### config.mk
export PLATFORM = sky130hd
export DESIGN_NAME = gpio_port
export DESIGN_NICKNAME = d
export VERILOG_FILES = /design/src/rtl/gpio_port_pkg.sv /design/src/rtl/gpio_rst_sync.sv /design/src/rtl/gpio_in_sync.sv /design/src/rtl/gpio_alias_reg.sv /design/src/rtl/gpio_pad_ctrl.sv /design/src/rtl/gpio_port.sv
export SDC_FILE = /design/constraint.sdc
export NUM_CORES = 1
export LEC_CHECK = 0
export ABC_AREA = 0
export BUFFER_PORTS_ARGS = -buffer_cell sky130_fd_sc_hd__buf_2
export CAP_MARGIN = 20
export CORE_MARGIN = 2
export CORE_UTILIZATION = 51
export CTS_CLUSTER_DIAMETER = 150
export DETAILED_ROUTE_END_ITERATION = 7
export PLACE_DENSITY = 0.82
export SYNTH_ARGS = -nofsm -noshare
export SYNTH_HDL_FRONTEND = slang
export SYNTH_SLANG_ARGS = --single-unit
### constraint.sdc
create_clock -name clk -period 4.65 [get_ports clk]
set_input_delay 0.2325 -clock clk [delete_from_list [all_inputs] [get_ports clk]]
set_output_delay 0.2325 -clock clk [all_outputs]
set_load 0.05 [all_outputs]
### src/rtl/gpio_port_pkg.sv
package gpio_port_pkg;

  typedef enum logic [2:0] {
    OP_NONE,
    OP_WR,
    OP_CLR,
    OP_SET,
    OP_TGL
  } wr_op_e;

  // word index inside the port window
  localparam int unsigned W_DIR     = 0;
  localparam int unsigned W_DIR_CLR = 1;
  localparam int unsigned W_DIR_SET = 2;
  localparam int unsigned W_DIR_TGL = 3;
  localparam int unsigned W_OUT     = 4;
  localparam int unsigned W_OUT_CLR = 5;
  localparam int unsigned W_OUT_SET = 6;
  localparam int unsigned W_OUT_TGL = 7;
  localparam int unsigned W_IN      = 8;

  // low two words of a group select the operation
  function automatic wr_op_e op_of(input logic [1:0] sub);
    case (sub)
      2'd0:    op_of = OP_WR;
      2'd1:    op_of = OP_CLR;
      2'd2:    op_of = OP_SET;
      default: op_of = OP_TGL;
    endcase
  endfunction

endpackage

### src/rtl/gpio_rst_sync.sv
module gpio_rst_sync #(
  parameter int unsigned STAGES = 2
) (
  input  logic clk,
  input  logic rst_n,
  output logic rst_n_sync
);

  logic [STAGES-1:0] chain_q;
  logic [STAGES-1:0] chain_d;

  always_comb begin
    chain_d = {chain_q[STAGES-2:0], 1'b1};
  end

  always_ff @(posedge clk or negedge rst_n) begin
    if (!rst_n) chain_q <= '0;
    else        chain_q <= chain_d;
  end

  assign rst_n_sync = chain_q[STAGES-1];

endmodule

### src/rtl/gpio_in_sync.sv
module gpio_in_sync #(
  parameter int unsigned W = 32
) (
  input  logic         clk,
  input  logic         rst_n,
  input  logic [W-1:0] d,
  output logic [W-1:0] q
);

  logic [W-1:0] s1_q, s2_q;
  logic [W-1:0] s1_d, s2_d;

  always_comb begin
    s1_d = d;
    s2_d = s1_q;
  end

  always_ff @(posedge clk or negedge rst_n) begin
    if (!rst_n) begin
      s1_q <= '0;
      s2_q <= '0;
    end else begin
      s1_q <= s1_d;
      s2_q <= s2_d;
    end
  end

  assign q = s2_q;

  // warm-up count so the latency check never looks before reset
  logic [1:0] warm_q;
  always_ff @(posedge clk or negedge rst_n) begin
    if (!rst_n)              warm_q <= '0;
    else if (warm_q != 2'd3) warm_q <= warm_q + 2'd1;
  end

  p_two_clock_latency_r10: assert property (@(posedge clk) disable iff (!rst_n)
    (warm_q == 2'd3) |-> (q == $past(d, 2)));

endmodule

### src/rtl/gpio_alias_reg.sv
module gpio_alias_reg
  import gpio_port_pkg::*;
#(
  parameter int unsigned W = 32
) (
  input  logic         clk,
  input  logic         rst_n,
  input  wr_op_e       op,
  input  logic [W-1:0] wmask,
  input  logic [W-1:0] wdata,
  output logic [W-1:0] q
);

  logic [W-1:0] q_r;
  logic [W-1:0] q_nxt;
  logic [W-1:0] hit;
  logic         en;

  always_comb begin
    hit = wdata & wmask;
    en  = (op != OP_NONE);
    case (op)
      OP_WR:   q_nxt = (q_r & ~wmask) | hit;
      OP_CLR:  q_nxt = q_r & ~hit;
      OP_SET:  q_nxt = q_r | hit;
      OP_TGL:  q_nxt = q_r ^ hit;
      default: q_nxt = q_r;
    endcase
  end

  always_ff @(posedge clk or negedge rst_n) begin
    if (!rst_n)  q_r <= '0;
    else if (en) q_r <= q_nxt;
  end

  assign q = q_r;

  p_clear_never_sets_r3: assert property (@(posedge clk) disable iff (!rst_n)
    (op == OP_CLR) |=> ((q & ~$past(q)) == '0));

  p_set_never_clears_r4: assert property (@(posedge clk) disable iff (!rst_n)
    (op == OP_SET) |=> (($past(q) & ~q) == '0));

  p_unstrobed_bytes_hold_r8: assert property (@(posedge clk) disable iff (!rst_n)
    (op != OP_NONE) |=> ((($past(q) ^ q) & ~$past(wmask)) == '0));

  p_idle_holds_r9: assert property (@(posedge clk) disable iff (!rst_n)
    (op == OP_NONE) |=> $stable(q));

endmodule

### src/rtl/gpio_pad_ctrl.sv
module gpio_pad_ctrl #(
  parameter int unsigned W = 32
) (
  input  logic         clk,
  input  logic         rst_n,
  input  logic [W-1:0] dir,
  input  logic [W-1:0] dout,
  input  logic [W-1:0] pull_en,
  output logic [W-1:0] pad_oe,
  output logic [W-1:0] pad_out,
  output logic [W-1:0] pad_pull_up,
  output logic [W-1:0] pad_pull_dn
);

  for (genvar i = 0; i < W; i++) begin : g_pin
    logic pull_act;
    assign pull_act       = pull_en[i] & ~dir[i];
    assign pad_oe[i]      = dir[i];
    assign pad_out[i]     = dout[i];
    assign pad_pull_up[i] = pull_act & dout[i];
    assign pad_pull_dn[i] = pull_act & ~dout[i];
  end

  p_output_pin_no_pull_r12: assert property (@(posedge clk) disable iff (!rst_n)
    ((pad_oe & (pad_pull_up | pad_pull_dn)) == '0));

  p_pull_one_way_r12: assert property (@(posedge clk) disable iff (!rst_n)
    ((pad_pull_up & pad_pull_dn) == '0));

endmodule

### src/rtl/gpio_port.sv
module gpio_port
  import gpio_port_pkg::*;
#(
  parameter int unsigned NPINS  = 32,
  parameter int unsigned ADDR_W = 7
) (
  input  logic              clk,
  input  logic              rst_n,
  input  logic [ADDR_W-1:0] bus_addr,
  input  logic              bus_we,
  input  logic [NPINS/8-1:0] bus_be,
  input  logic [NPINS-1:0]  bus_wdata,
  output logic [NPINS-1:0]  bus_rdata,
  input  logic [NPINS-1:0]  pin_in,
  input  logic [NPINS-1:0]  pull_en,
  output logic [NPINS-1:0]  pad_oe,
  output logic [NPINS-1:0]  pad_out,
  output logic [NPINS-1:0]  pad_pull_up,
  output logic [NPINS-1:0]  pad_pull_dn
);

  localparam int unsigned NBYTES = NPINS / 8;
  localparam int unsigned WIDX_W = ADDR_W - 2;

  logic              rst_n_i;
  logic [WIDX_W-1:0] widx;
  logic              aligned;
  logic [NPINS-1:0]  wmask;
  wr_op_e            dir_op, out_op;
  logic [NPINS-1:0]  dir_q, out_q, in_q;

  gpio_rst_sync #(.STAGES(2)) u_rst (
    .clk        (clk),
    .rst_n      (rst_n),
    .rst_n_sync (rst_n_i)
  );

  for (genvar b = 0; b < NBYTES; b++) begin : g_be
    assign wmask[b*8 +: 8] = {8{bus_be[b]}};
  end

  always_comb begin
    widx    = bus_addr[ADDR_W-1:2];
    aligned = (bus_addr[1:0] == 2'b00);
    dir_op  = OP_NONE;
    out_op  = OP_NONE;
    if (bus_we && aligned) begin
      if (widx >= WIDX_W'(W_DIR) && widx <= WIDX_W'(W_DIR_TGL))
        dir_op = op_of(widx[1:0]);
      else if (widx >= WIDX_W'(W_OUT) && widx <= WIDX_W'(W_OUT_TGL))
        out_op = op_of(widx[1:0]);
    end
  end

  gpio_alias_reg #(.W(NPINS)) u_dir (
    .clk   (clk),
    .rst_n (rst_n_i),
    .op    (dir_op),
    .wmask (wmask),
    .wdata (bus_wdata),
    .q     (dir_q)
  );

  gpio_alias_reg #(.W(NPINS)) u_out (
    .clk   (clk),
    .rst_n (rst_n_i),
    .op    (out_op),
    .wmask (wmask),
    .wdata (bus_wdata),
    .q     (out_q)
  );

  gpio_in_sync #(.W(NPINS)) u_in (
    .clk   (clk),
    .rst_n (rst_n_i),
    .d     (pin_in),
    .q     (in_q)
  );

  always_comb begin
    bus_rdata = '0;
    if (aligned) begin
      if (widx <= WIDX_W'(W_DIR_TGL))      bus_rdata = dir_q;
      else if (widx <= WIDX_W'(W_OUT_TGL)) bus_rdata = out_q;
      else if (widx == WIDX_W'(W_IN))      bus_rdata = in_q;
    end
  end

  gpio_pad_ctrl #(.W(NPINS)) u_pad (
    .clk         (clk),
    .rst_n       (rst_n_i),
    .dir         (dir_q),
    .dout        (out_q),
    .pull_en     (pull_en),
    .pad_oe      (pad_oe),
    .pad_out     (pad_out),
    .pad_pull_up (pad_pull_up),
    .pad_pull_dn (pad_pull_dn)
  );

  p_reset_all_inputs_r1: assert property (@(posedge clk)
    (!rst_n_i) |-> (pad_oe == '0));

  p_no_write_no_change_r9: assert property (@(posedge clk) disable iff (!rst_n_i)
    (!bus_we) |=> ($stable(pad_oe) && $stable(pad_out)));

  p_input_word_write_ignored_r10: assert property (@(posedge clk) disable iff (!rst_n_i)
    (bus_we && bus_addr == ADDR_W'(W_IN * 4)) |=> ($stable(pad_oe) && $stable(pad_out)));

endmodule

==> metrics.md <==
| Metric | Value |
|---|---|
| Status | finished, violations left |
| Failing checks | design-rule violations |
| Vias in the first global route | 7191 |
| Gate Count Post-Synth | 720 |
| PortBufs | around 270 |
| Register area | 0.00326 mm² |
| Clock Tree Buf Depth | 2 |
| Dpl hpwl | ~16000 µm |
| Hold WC Path Type | input port to register |
| YS warnings | 0 |
| Starting Density | 51.4% |
| Fin. max-slew vios | 0 |
| Antenna-violating nets left | 0 |
| IR drop worst, VDD | 0.293 mV |
| Num ports | 270 |
| Pre-Repair DR Iteration Count | 8 |
| Non-Filler Instances | 1193 |
| Global-route wire length before repair | 38900 µm |
| DRC viols | 30 |
| Clk sinks | 130 |
| Async set-reset flop share out of synthesis | 100% |
| Synth unique cells | 54 |
| Clk_lat worst skew | 420 ps |
| Ys flop type | dfrtp_1 |
| # fillers | 1146 |
| Final Cycle Share | 76.0% |
| Critical Path RT | 4420 ps |
| DR iter-0 viols | 701 |
| Critical path arrival | 3300 ps |
| Sw Share | 33.8% |
| Largest net degree at the start of global routing | 50 |
| CP Class | input port to primary output |
| Psw | 1.24 mW |
| H-tree depth | 4 |
| Die Wd | 127 µm |
| Pre-CTS WS | between 1000 and 1500 ps |
| Clk pin slew, worst setup/hold paths | around 60 ps |
| Sequential Power Share | between 30% and 40% |
| Hold slack | 90.7 ps |
| CTS tree | yes |
| Worst clock skew | 3.93 ps |
| Clock share of power | a little under 40% |
| Element type at the critical path start | input port |
| Multi-input gate area | 0.00418 mm² |
| Number of synthesized flops with an enable pin | 0 |
| Num CTS Buffers | 17 |
| Max cap viols | 0 |
| Slowest cell on the critical path | o21a_1 |
| Rel. slew slack | ~30% |
| PD cells | 362 mW/mm² |
| ANT cells | 0 |
| Total Power | 3.66 mW |
| Syn-to-layout area delta | 30.5% |
| RSZ-0062 raised after global routing | no |
| Tmin final | 3530 ps |
| Share of cells above drive strength 1 | 33.4% |
| Final nets | 1169 |
| Initial antenna violation count | 0 |
| Row count | 45 |
| GR Overflow Total | 0 |
| Highest clock rate | 0.283 GHz |
| Total internal power | 2.42 mW |
| FF+latch count, synth | 130 |
| Netlist Area Pre-Place | 0.00773 mm² |
| Die ar. | 0.0162 mm² |
| WL final | roughly 25000 µm |
| Clock root cell | clkbuf_16 |
| Placed cell count | 1128 |
| Syn Nets | ~900 |
| Via Count | ~7600 |
| Die Ht | 127 µm |
| All-Layer GR Usage | 30.8% |
| Worst Tran Pin Value | 1050 ps |
| TNS Setup | 0 ps |
| Wire per inst | between 20 and 25 µm |
| Final count of negative-setup-slack endpoints | 0 |
| Logic pwr share | 24.6% |
| Post-synthesis sequential area ratio | 42.1% |
| Hold Vio Cnt, Final | 0 |
| Final WS setup | 1120 ps |
| Core area | approximately 0.015 mm² |
| Cell Chain, Critical Path | buf_2 > ha_1 > nand3b_4 > o21a_1 > buf_4 > a222oi_1 > nor3_1 > buf_2 |
| Top cell by count, worst path | buf_2 |
| P_leak | 5.04 nW |
| Worst-path fanout max | 42 |
| CP endpoint kind | primary output |
| Largest stage delay on the critical path | 740 ps |
| Vias/cell | 6.36 |
| Mapped Avg Cell Area | 10.7 µm² |
| Routability Congestion | approximately 0.83 |
sequential cells by signal, indices dropped and copies added, names as in the netlist:
signal	cells
u_dir.q	32
u_in.q	32
u_in.s1_q	32
u_out.q	32
u_rst.chain_q	2
cell families after synthesis:
kind of cell / synth area share (%)
muxes: 0.259
DFF: 42.1
other: 0.0485
buffers and inverters: 4.26
adders and majority gates: 10.8
and+or+nand+nor: 15.8
AOI/OAI and AO/OA: 26.4
xor gates and xnor gates: 0.227
layer usage:
layer  GRT usage, %  routed length (µm)  vias to the layer above
li1               -                   -                     3410
met4           9.44                 466                        0
met1           39.1               10500                     3752
met2           52.8               12400                      384
met5              0                   0                        -
met3           7.24                1860                       44
path summary, 6_finish.rpt:
kind                             startpoint               end  slack [ps]  cells past startpoint
setup / recovery                bus_addr[3]      bus_rdata[4]        1120                      8
hold / removal                 bus_wdata[8]        u_dir.q[8]          90                      3
setup reg to reg                u_out.q[19]       u_out.q[19]        3170                      4
hold reg to reg            u_rst.chain_q[1]       u_dir.q[20]         280                      0
max in group asynchronous  u_rst.chain_q[1]     u_in.s1_q[21]        3370                      1
min in group asynchronous             rst_n  u_rst.chain_q[1]         120                      2
what timing repair did:
action,CTS,global route
buffers inserted,0,0
gates resized for setup,0,0
hold buffers,33,0
endpoints found under the hold margin,34,0
per-stage QoR:
stage / cell area, µm² / util, %
after global placement: 9130 / 60.7
after CTS: 10100 / 67.1
after detailed placement: 9130 / 60.7
after floorplan: 7730 / -
final: 10100 / 67.1
after global routing: 10100 / 67.1
layout make-up:
class,count,area share [%]
Timing Repair Buffer,314,17.5
Clock buffer,19,4.49
Clock inverter,13,1.82
Tap cell,188,2.33
Sequential cell,130,32.3
Multi-Input combinational cell,524,41.4
Inverter,5,0.186
cells in the mapped netlist, types with 4 or more instances:
cell type / n / area share [%]
a2bb2oi_1: 32 / 3.6
o2bb2ai_2: 8 / 1.6
a211o_1: 4 / 0.45
nand2_1: 47 / 2.3
nor3b_1: 32 / 3.1
nor3_1: 34 / 2.2
a21oi_1: 8 / 0.52
clkbuf_1: 39 / 1.9
and3b_1: 31 / 3.5
inv_1: 5 / 0.24
a31oi_1: 27 / 2.2
o2bb2ai_1: 49 / 5.6
nor2_1: 41 / 2.0
a222oi_1: 32 / 4.1
ha_1: 67 / 11
nand4_1: 5 / 0.40
buf_2: 15 / 0.97
o21ai_1: 6 / 0.39
o22ai_1: 32 / 2.6
dfrtp_1: 130 / 42
a22o_1: 33 / 3.7
power by group through the flow:
stage                     combinational, mW  clock, mW  sequential [mW]
after floorplan                       0.472          0             1.48
after global placement                0.850          0             1.33
after detailed placement              0.869          0             1.33
after CTS                             0.898       1.44             1.32
after global routing                  0.957       1.50             1.33
final                                 0.901       1.44             1.32
layout by cell type (no fill, tap or decap), types with 31 or more instances in the layout:
cell type and n:
a222oi_1 32, a22o_1 33, a2bb2oi_1 32, and3b_1 31
buf_2 269, dfrtp_1 129, dlygate4sd3_1 33, ha_1 67
nand2_1 46, nor2_1 41, nor3_1 34, nor3b_1 32
o22ai_1 32, o2bb2ai_1 49
worst max-delay path: cells and delay by family:
family	cells	cell delay, ps
and+or+nand+nor	2	810
adders and majority gates	1	600
buffers and inverters	3	790
AOI/OAI and AO/OA	2	840
Power figures use the tool's default switching activity.
